===== config.mk =====
export PLATFORM = sky130hd
export DESIGN_NAME = lsw_ctrl_core
export DESIGN_NICKNAME = d
export VERILOG_FILES = /design/src/rtl/lsw_pkg.sv /design/src/rtl/lsw_spi_port.sv /design/src/rtl/lsw_fault_hold.sv /design/src/rtl/lsw_gate_map.sv /design/src/rtl/lsw_ctrl_core.sv
export SDC_FILE = /design/constraint.sdc
export NUM_CORES = 1
export LEC_CHECK = 0
export ABC_CLOCK_PERIOD_IN_PS = 1830
export BUFFER_PORTS_ARGS = -buffer_cell sky130_fd_sc_hd__buf_2
export CAP_MARGIN = 20
export CORE_MARGIN = 3
export CORE_UTILIZATION = 23
export CTS_CLUSTER_DIAMETER = 100
export DETAILED_ROUTE_END_ITERATION = 6
export GPL_ROUTABILITY_DRIVEN = 0
export SLEW_MARGIN = 20
export SYNTH_ARGS = -nofsm -noshare
export SYNTH_HDL_FRONTEND = slang
export SYNTH_SLANG_ARGS = --single-unit
export TNS_END_PERCENT = 10

===== constraint.sdc =====
create_clock -name clk_i -period 1.83 [get_ports clk_i]
set_input_delay 0.2745 -clock clk_i [delete_from_list [all_inputs] [get_ports clk_i]]
set_output_delay 0.2745 -clock clk_i [all_outputs]
set_load 0.02 [all_outputs]

===== src/rtl/lsw_pkg.sv =====
package lsw_pkg;
   // Number of direct-drive inputs feeding the gate map.
   localparam int DIRECT_W = 3;
   // Channel count the mapping equations are written for.
   localparam int MAP_CH   = 6;
   // Synchronized serial pin bundle positions.
   localparam int PIN_CS   = 2;
   localparam int PIN_SCK  = 1;
   localparam int PIN_SDI  = 0;

   typedef struct packed {
      logic cs_fall;
      logic cs_rise;
      logic sck_rise;
      logic sck_fall;
   } spi_evt_t;
endpackage


===== src/rtl/lsw_spi_port.sv =====
module lsw_spi_port
   import lsw_pkg::*;
#(
   parameter int WORD_W      = 8,
   parameter int SYNC_STAGES = 2
) (
   input  logic              clk_i,
   input  logic              rst_ni,
   input  logic              cs_ni,
   input  logic              sclk_i,
   input  logic              sdi_i,
   input  logic [WORD_W-1:0] status_i,
   output logic [WORD_W-1:0] cmd_o,
   output logic              capture_o,
   output logic              sdo_o,
   output logic              sdo_oe_o
);
   localparam int CNT_W   = $clog2(WORD_W + 2);
   localparam int CNT_SAT = WORD_W + 1;

   logic [SYNC_STAGES-1:0][2:0] sync_q;
   logic [2:0]                  pins_s;
   logic                        cs_prev_q, sck_prev_q;
   spi_evt_t                    evt;
   logic [WORD_W-1:0]           rx_q, tx_q, cmd_q;
   logic [CNT_W-1:0]            cnt_q;

   // Synchronizer chain: every stage shifts one step per core clock.
   always_ff @(posedge clk_i or negedge rst_ni) begin
      if (!rst_ni) begin
         for (int s = 0; s < SYNC_STAGES; s++) sync_q[s] <= 3'b100;
      end else begin
         sync_q[0] <= {cs_ni, sclk_i, sdi_i};
         for (int s = 1; s < SYNC_STAGES; s++) sync_q[s] <= sync_q[s-1];
      end
   end

   assign pins_s = sync_q[SYNC_STAGES-1];

   always_ff @(posedge clk_i or negedge rst_ni) begin
      if (!rst_ni) begin
         cs_prev_q  <= 1'b1;
         sck_prev_q <= 1'b0;
      end else begin
         cs_prev_q  <= pins_s[PIN_CS];
         sck_prev_q <= pins_s[PIN_SCK];
      end
   end

   always_comb begin
      evt.cs_fall  = cs_prev_q & ~pins_s[PIN_CS];
      evt.cs_rise  = ~cs_prev_q & pins_s[PIN_CS];
      evt.sck_rise = ~sck_prev_q & pins_s[PIN_SCK] & ~pins_s[PIN_CS];
      evt.sck_fall = sck_prev_q & ~pins_s[PIN_SCK] & ~pins_s[PIN_CS];
   end

   // Receive side: shift, count, commit on a complete word.
   always_ff @(posedge clk_i or negedge rst_ni) begin
      if (!rst_ni) begin
         rx_q  <= '0;
         cnt_q <= '0;
         cmd_q <= '0;
      end else begin
         if (evt.cs_fall) begin
            cnt_q <= '0;
         end else if (evt.sck_rise) begin
            rx_q <= {rx_q[WORD_W-2:0], pins_s[PIN_SDI]};
            if (cnt_q != CNT_W'(CNT_SAT)) cnt_q <= cnt_q + 1'b1;
         end
         if (evt.cs_rise && cnt_q == CNT_W'(WORD_W)) cmd_q <= rx_q;
      end
   end

   // Transmit side: load snapshot at start, advance on falling clock.
   always_ff @(posedge clk_i or negedge rst_ni) begin
      if (!rst_ni) begin
         tx_q <= '0;
      end else if (evt.cs_fall) begin
         tx_q <= status_i;
      end else if (evt.sck_fall) begin
         tx_q <= {tx_q[WORD_W-2:0], 1'b0};
      end
   end

   assign cmd_o     = cmd_q;
   assign capture_o = evt.cs_fall;
   assign sdo_o     = tx_q[WORD_W-1];
   assign sdo_oe_o  = ~pins_s[PIN_CS];
endmodule


===== src/rtl/lsw_fault_hold.sv =====
module lsw_fault_hold #(
   parameter int NUM_CH = 6
) (
   input  logic              clk_i,
   input  logic              rst_ni,
   input  logic              capture_i,
   input  logic [NUM_CH-1:0] fault_i,
   output logic [NUM_CH-1:0] flags_o
);
   logic [NUM_CH-1:0] flags_q;

   // On capture the old flags leave with the snapshot; a pulse in the
   // same cycle re-arms its flag.
   always_ff @(posedge clk_i or negedge rst_ni) begin
      if (!rst_ni)        flags_q <= '0;
      else if (capture_i) flags_q <= fault_i;
      else                flags_q <= flags_q | fault_i;
   end

   assign flags_o = flags_q;
endmodule


===== src/rtl/lsw_gate_map.sv =====
module lsw_gate_map
   import lsw_pkg::*;
#(
   parameter int NUM_CH       = 6,
   parameter int WORD_W       = 8,
   parameter bit PAIR_MODE_EN = 1'b1
) (
   input  logic [WORD_W-1:0]   cmd_i,
   input  logic [DIRECT_W-1:0] direct_i,
   input  logic                inhibit_i,
   input  logic                pair_mode_i,
   output logic [NUM_CH-1:0]   gate_o,
   output logic                low_power_o
);
   localparam int SLEEP_BIT = WORD_W - 1;

   logic [NUM_CH-1:0] hex_v, pair_v, sel_v;
   logic              unused_bits;

   assign unused_bits = ^cmd_i[SLEEP_BIT-1:NUM_CH];

   for (genvar c = 0; c < NUM_CH; c++) begin : g_hex
      if (c < DIRECT_W) begin : g_direct
         assign hex_v[c] = cmd_i[c] | direct_i[c];
      end else begin : g_cmd_only
         assign hex_v[c] = cmd_i[c];
      end
   end

   if (PAIR_MODE_EN) begin : g_pair
      logic grp_a, grp_b;
      assign grp_a  = direct_i[0] | (cmd_i[0] & cmd_i[4] & cmd_i[5]);
      assign grp_b  = direct_i[1] | (cmd_i[1] & cmd_i[2] & cmd_i[3]);
      assign pair_v = {grp_a, grp_a, grp_b, grp_b, grp_b, grp_a};
      assign sel_v  = pair_mode_i ? pair_v : hex_v;
   end else begin : g_hex_only
      logic unused_mode;
      assign unused_mode = pair_mode_i;
      assign pair_v      = hex_v;
      assign sel_v       = hex_v;
   end

   assign gate_o      = inhibit_i ? '0 : sel_v;
   assign low_power_o = inhibit_i & cmd_i[SLEEP_BIT];
endmodule


===== src/rtl/lsw_ctrl_core.sv =====
module lsw_ctrl_core
   import lsw_pkg::*;
#(
   parameter int NUM_CH       = 6,
   parameter int WORD_W       = 8,
   parameter int SYNC_STAGES  = 2,
   parameter bit PAIR_MODE_EN = 1'b1
) (
   input  logic                clk_i,
   input  logic                rst_ni,
   input  logic                spi_cs_ni,
   input  logic                spi_sclk_i,
   input  logic                spi_sdi_i,
   output logic                spi_sdo_o,
   output logic                spi_sdo_oe_o,
   input  logic [DIRECT_W-1:0] direct_on_i,
   input  logic                inhibit_i,
   input  logic                pair_mode_i,
   input  logic [NUM_CH-1:0]   fault_det_i,
   output logic [NUM_CH-1:0]   gate_on_o,
   output logic                low_power_o
);
   localparam int PAD_W = WORD_W - NUM_CH;

   if (NUM_CH != MAP_CH) begin : g_bad_ch
      $error("lsw_ctrl_core: NUM_CH must equal the mapped channel count");
   end
   if (WORD_W < NUM_CH + 2) begin : g_bad_word
      $error("lsw_ctrl_core: WORD_W too small for channels plus low-power bit");
   end
   if (SYNC_STAGES < 2) begin : g_bad_sync
      $error("lsw_ctrl_core: SYNC_STAGES must be at least 2");
   end

   logic [WORD_W-1:0] cmd_q;
   logic [WORD_W-1:0] status_w;
   logic [NUM_CH-1:0] flags_q;
   logic              capture;

   assign status_w = {{PAD_W{1'b0}}, flags_q};

   lsw_spi_port #(
      .WORD_W      (WORD_W),
      .SYNC_STAGES (SYNC_STAGES)
   ) u_spi (
      .clk_i     (clk_i),
      .rst_ni    (rst_ni),
      .cs_ni     (spi_cs_ni),
      .sclk_i    (spi_sclk_i),
      .sdi_i     (spi_sdi_i),
      .status_i  (status_w),
      .cmd_o     (cmd_q),
      .capture_o (capture),
      .sdo_o     (spi_sdo_o),
      .sdo_oe_o  (spi_sdo_oe_o)
   );

   lsw_fault_hold #(
      .NUM_CH (NUM_CH)
   ) u_fault (
      .clk_i     (clk_i),
      .rst_ni    (rst_ni),
      .capture_i (capture),
      .fault_i   (fault_det_i),
      .flags_o   (flags_q)
   );

   lsw_gate_map #(
      .NUM_CH       (NUM_CH),
      .WORD_W       (WORD_W),
      .PAIR_MODE_EN (PAIR_MODE_EN)
   ) u_map (
      .cmd_i       (cmd_q),
      .direct_i    (direct_on_i),
      .inhibit_i   (inhibit_i),
      .pair_mode_i (pair_mode_i),
      .gate_o      (gate_on_o),
      .low_power_o (low_power_o)
   );
endmodule


======== Word-level counts from Yosys, hierarchy flattened ========
Index checks and enable logic that the tools add are counted.
word-level totals
  bits in registers ....................... 42
  logic and storage cells ................. 48
operators by class
  add/subtract/negate cells ............... 1
  equality and inequality tests ........... 2
  muxes and demuxes ....................... 8
  bitwise operators ....................... 22
  reductions and logical operators ........ 6
operators with widths
  cell                   number
  $mux W6                3
  $mux W8                2
  $mux W4                3
  $and A1 B1 Y1          11
  $or A6 B6 Y6           1
  $reduce_bool A2 Y1     3
  $not A1 Y1             5
  $or A1 B1 Y1           5
  $add A4 B1 Y4 const B  1
  $eq A4 B4 Y1 const B   1
  $ne A4 B4 Y1 const B   1
  $reduce_and A2 Y1      2
  $logic_and A1 B1 Y1    1

======== Logic depth before layout (Yosys ltp) ========
  depth after elaboration ................. 5
  mapped depth ............................ 5
  mapped depth without buffers ............ 5

======== Hierarchy ========
Synthesis repeated with hierarchy kept, for this count alone.
unflattened totals
  cell total of the unflattened synthesis .. 142
  area total of the unflattened synthesis .. 1,783.0 um2
modules (own cells, without submodules)
  module          times used  cells each  area an instance (um2)
  lsw_spi_port    1           109         1,463.9
  lsw_fault_hold  1           13          198.9
  lsw_gate_map    1           19          116.4
  lsw_ctrl_core   1           1           3.8

======== Worst setup path before layout ========
OpenSTA, ideal clock, no wires.
  path type ............................... reg-to-reg
  start point ............................. register u_spi.sync_q, in the netlist u_spi.pins_s[2]
  end point ............................... register u_spi.tx_q[3]
  arrival ................................. 1.492 ns
  data required time ...................... 1.705 ns
  setup slack ............................. 0.214 ns
  cell stages (with the launch flop) ...... 6
  path buffers ............................ 2
  cell sequence ........................... dfstp_2 > buf_6 > nand2b_1 > buf_6 > mux2_1 > mux2_2
on the way
  word-level cells in the longest chain between the ends .. 3
RTL lines
  element                                               RTL line                                RTL
  from (decl)                                           lsw_spi_port.sv:21                      logic [SYNC_STAGES-1:0][2:0] sync_q;
  $not A1 Y1 (*)                                        lsw_spi_port.sv:51, lsw_spi_port.sv:54
  $and A1 B1 Y1, on equally long branches               lsw_spi_port.sv:51, lsw_spi_port.sv:54
  $mux W8 / $reduce_bool A2 Y1 (equally long branches)  -
  to (signal assigned)                                  lsw_spi_port.sv:79                      tx_q <= status_i;
  to (signal assigned)                                  lsw_spi_port.sv:81                      tx_q <= {tx_q[WORD_W-2:0], 1'b0};
  to (decl)                                             lsw_spi_port.sv:25                      logic [WORD_W-1:0] rx_q, tx_q, cmd_q;
Every way passes the cells marked *; elsewhere a longest branch is shown, timed or not.
A chain may end at the register's enable or synchronous reset.

======== Worst setup path in the final report ========
  start point ............................. register u_spi.sync_q, in the netlist u_spi.pins_s[2]
  end point ............................... register u_spi.tx_q[2]
Same word-level chain as after synthesis.

==> flow_metrics.py <==
metrics = {
    "sta": {
        "slew_viol_final": 0,
        "max-slew-margin-rel_pct": 66.09,
        "clock_skew_ns": 0.008778,
        "fin_crit_sh_pct": 93.96,
        "fin_hold_ws_ns": 0.03788,
        "final.setup.worst_slack_ns": 0.1106,
        "layout_min_cycle_time_ns": 1.719,
        "setup_viol": 0,
        "max_clock_freq_mhz": 581.6,
        "tightestPinTransition_ns": 0.5086,
        "rsz0062_at_grt": "false",
        "hold_viol": 0,
        "finalSetupTns_ns": 0,
    },
    "placement": {
        "dp_hpwl_mm": 2.123,
        "dp_slack_ns": 0.1004,
        "place_area_mm2": 0.002026,
        "portBuffers": 24,
        "placed_cells_incl_taps": 260,
    },
    "layout": {
        "mostFrequentLayoutCells": "38 x dfrtp_1, 24 x buf_2, 23 x mux2_2, 9 x a21oi_1, 7 x nand2_1",
        "antennaDiodeCount": 0,
        "fillers": 767,
        "nets": 187,
        "regArea_mm2": 0.001030,
        "finish.utilization_pct": 28.90,
        "final_cells": 267,
        "finalInstanceArea_mm2": 0.002130,
        "drive_above_1_share_pct": 41.67,
        "multiInputGateArea_um2": 691.9,
        "area_growth_pct": 20.20,
        "layout.cells.most_common": "dfrtp_1",
    },
    "cts": {
        "cts_root_buf": "clkbuf_8",
        "postCtsSetupBuffers": 0,
        "clk_pin_slew_ns": 0.07,
        "hold_buffers": 0,
        "clockBufferDepth": 2,
        "cts_sinks": 41,
        "cts_buffers": 5,
        "htree_levels": 2,
        "cts_resized": 0,
        "cts_tree": "yes",
        "insertion_delay_ns": 0.28,
    },
    "yosys": {
        "synth_top_family_by_area": "multiplexers",
        "syn_inst": 135,
        "synth_nets": 154,
        "synth_largest_area_cell": "dfrtp_1",
        "yosysWarnings": 0,
        "synthSimpleGateAreaFrac_pct": 9.110,
        "yosysUniqueCellTypes": 32,
        "synth.yosys.seq_area_share_pct": 58.12,
        "synthesis.area_mm2": 0.001772,
        "synthMuxAreaShare_pct": 16.45,
        "synth.ff_latch_count": 41,
        "synth_fa_ha_area_share_pct": 2.119,
        "synth_xor_area_share_pct": 0,
        "synth.top_cell.area_share_pct": 53.67,
        "syn_area_per_cell_um2": 13.12,
        "synth_compound_area_share_pct": 11.37,
        "synthTopCellsByArea": "dfrtp_1 54%, mux2_2 15%, dfstp_2 4.4%, a21oi_1 2.5%, a21o_1 2.5%",
    },
    "detailed_routing": {
        "drtPass1Iterations": 4,
        "vias": 1091,
        "drt-initial-drc-count": 70,
        "ant_nets": 0,
        "via_per_inst": 4.086,
        "drc": 0,
        "wl_mm": 2.913,
        "wire_per_inst_um": 10.91,
    },
    "global_route": {
        "gr-total-overflow": 0,
        "grt_pass1_wl_mm": 5.195,
        "grt_pass1_vias": 1076,
        "gr-usage-all-layers_pct": 7.527,
        "grt_antenna_before_repair": 0,
        "grt_max_degree": 42,
    },
    "worst_setup_path": {
        "critical_path_required_ns": 2.00,
        "cpMaxStageDelayCell": "dfstp_2",
        "crit_type": "reg -> reg",
        "cp-start-kind": "register",
        "crit_family": "flip-flops",
        "worst_path_largest_cell_delay_ns": 0.64,
        "path_common_cell": "mux2_2",
        "arrival_ns": 1.89,
        "crit_fanout": 12,
        "cp-end-kind": "register",
        "crit_path_cell_trace": "nand2b_1 -> mux2_2 -> mux2_2",
        "cp_num_buf_inv": 0,
    },
    "floorplan": {
        "dieHeight_um": 93.77,
        "fp.dieW_um": 93.77,
        "initial_utilization_pct": 24.04,
        "core-area_mm2": 0.007370,
        "io_pins": 25,
        "row_count": 31,
        "die-area_mm2": 0.008792,
    },
    "run": {
        "max-cap-violations": 0,
    },
    "pwr": {
        "p_total_mw": 2.022,
        "power.leakage_nw": 0.9699,
        "vdd_drop_max_mv": 0.4064,
        "p_per_area_mw_per_mm2": 949.4,
    },
    "outcome": {
        "outcome": "finished, final reports clean",
    },
    "min_path": {
        "hp-class": "in -> async",
    },
}
-- per-layer routing --
metal | global-route usage (%) | part of all wire (%) | up-vias | wire (um)
met3 | 2.724 | 5.6 | 5 | 163
met5 | 0 | 0 | - | 0
met1 | 10.52 | 50 | 515 | 1460
met4 | 2.888 | 1.6 | 0 | 46
li1 | - | - | 545 | -
met2 | 10.53 | 43 | 26 | 1243
-- cells in the mapped netlist, drive strengths merged --
library cell	n
a21oi	10
o31a	1
ha	3
nand2	7
nand4	1
nor2b	2
nor2	4
a21o	6
or3	2
o21a	1
a21bo	4
nand3	2
or3b	1
nand2b	2
buf	3
dfrtp	38
o31ai	1
inv	6
dfstp	3
mux2	25
and3b	1
o211ai	1
and2	1
a31oi	1
nor4bb	1
o21ai	5
mux2i	1
and4bb	2
-- layout make-up --
class                   instances  share of cell area [%]
flip-flops and latches         41                   48.36
clock buffers                   5                   3.231
multi-input cells              85                   32.49
inverters                       6                   1.058
clock inverters                 2                   1.645
well taps                      99                   5.817
repair buffers                 29                   7.403
-- registers in the layout, indices dropped and copies added (netlist names) --
signal and flops:
u_spi.sck_prev_q 1, u_spi.rx_q 8, u_fault.flags_o 6, u_spi.cs_prev_q 1, u_spi.pins_s 3, u_spi.sync_q 3
u_spi.cmd_o 7, u_spi.tx_q 8, u_spi.cnt_q 4
-- worst paths after layout --
path                                  from                 end  slack, ns  depth (start not counted)
min in group clk_i               spi_cs_ni     u_spi.sync_q[2]       0.09                          1
setup / recovery           u_spi.pins_s[2]       u_spi.tx_q[2]       0.11                          3
hold reg to reg            u_spi.sync_q[1]     u_spi.pins_s[1]       0.35                          0
setup reg to reg           u_spi.pins_s[2]       u_spi.tx_q[2]       0.11                          3
hold / removal                      rst_ni  u_fault.flags_o[4]       0.04                          2
max in group asynchronous           rst_ni     u_spi.sync_q[2]       1.42                          2
-- kinds of logic after synthesis --
logic type / count (synthesis)
compound gates: 30
fa+ha+maj: 3
flops: 41
buf+inv: 9
mux: 26
simple gates: 26
-- power by group --
group / switching (mW) / internal, mW
sequential: 0.0739 / 1.02
combinational: 0.103 / 0.140
clock: 0.287 / 0.396
Power figures use the tool's default switching activity.
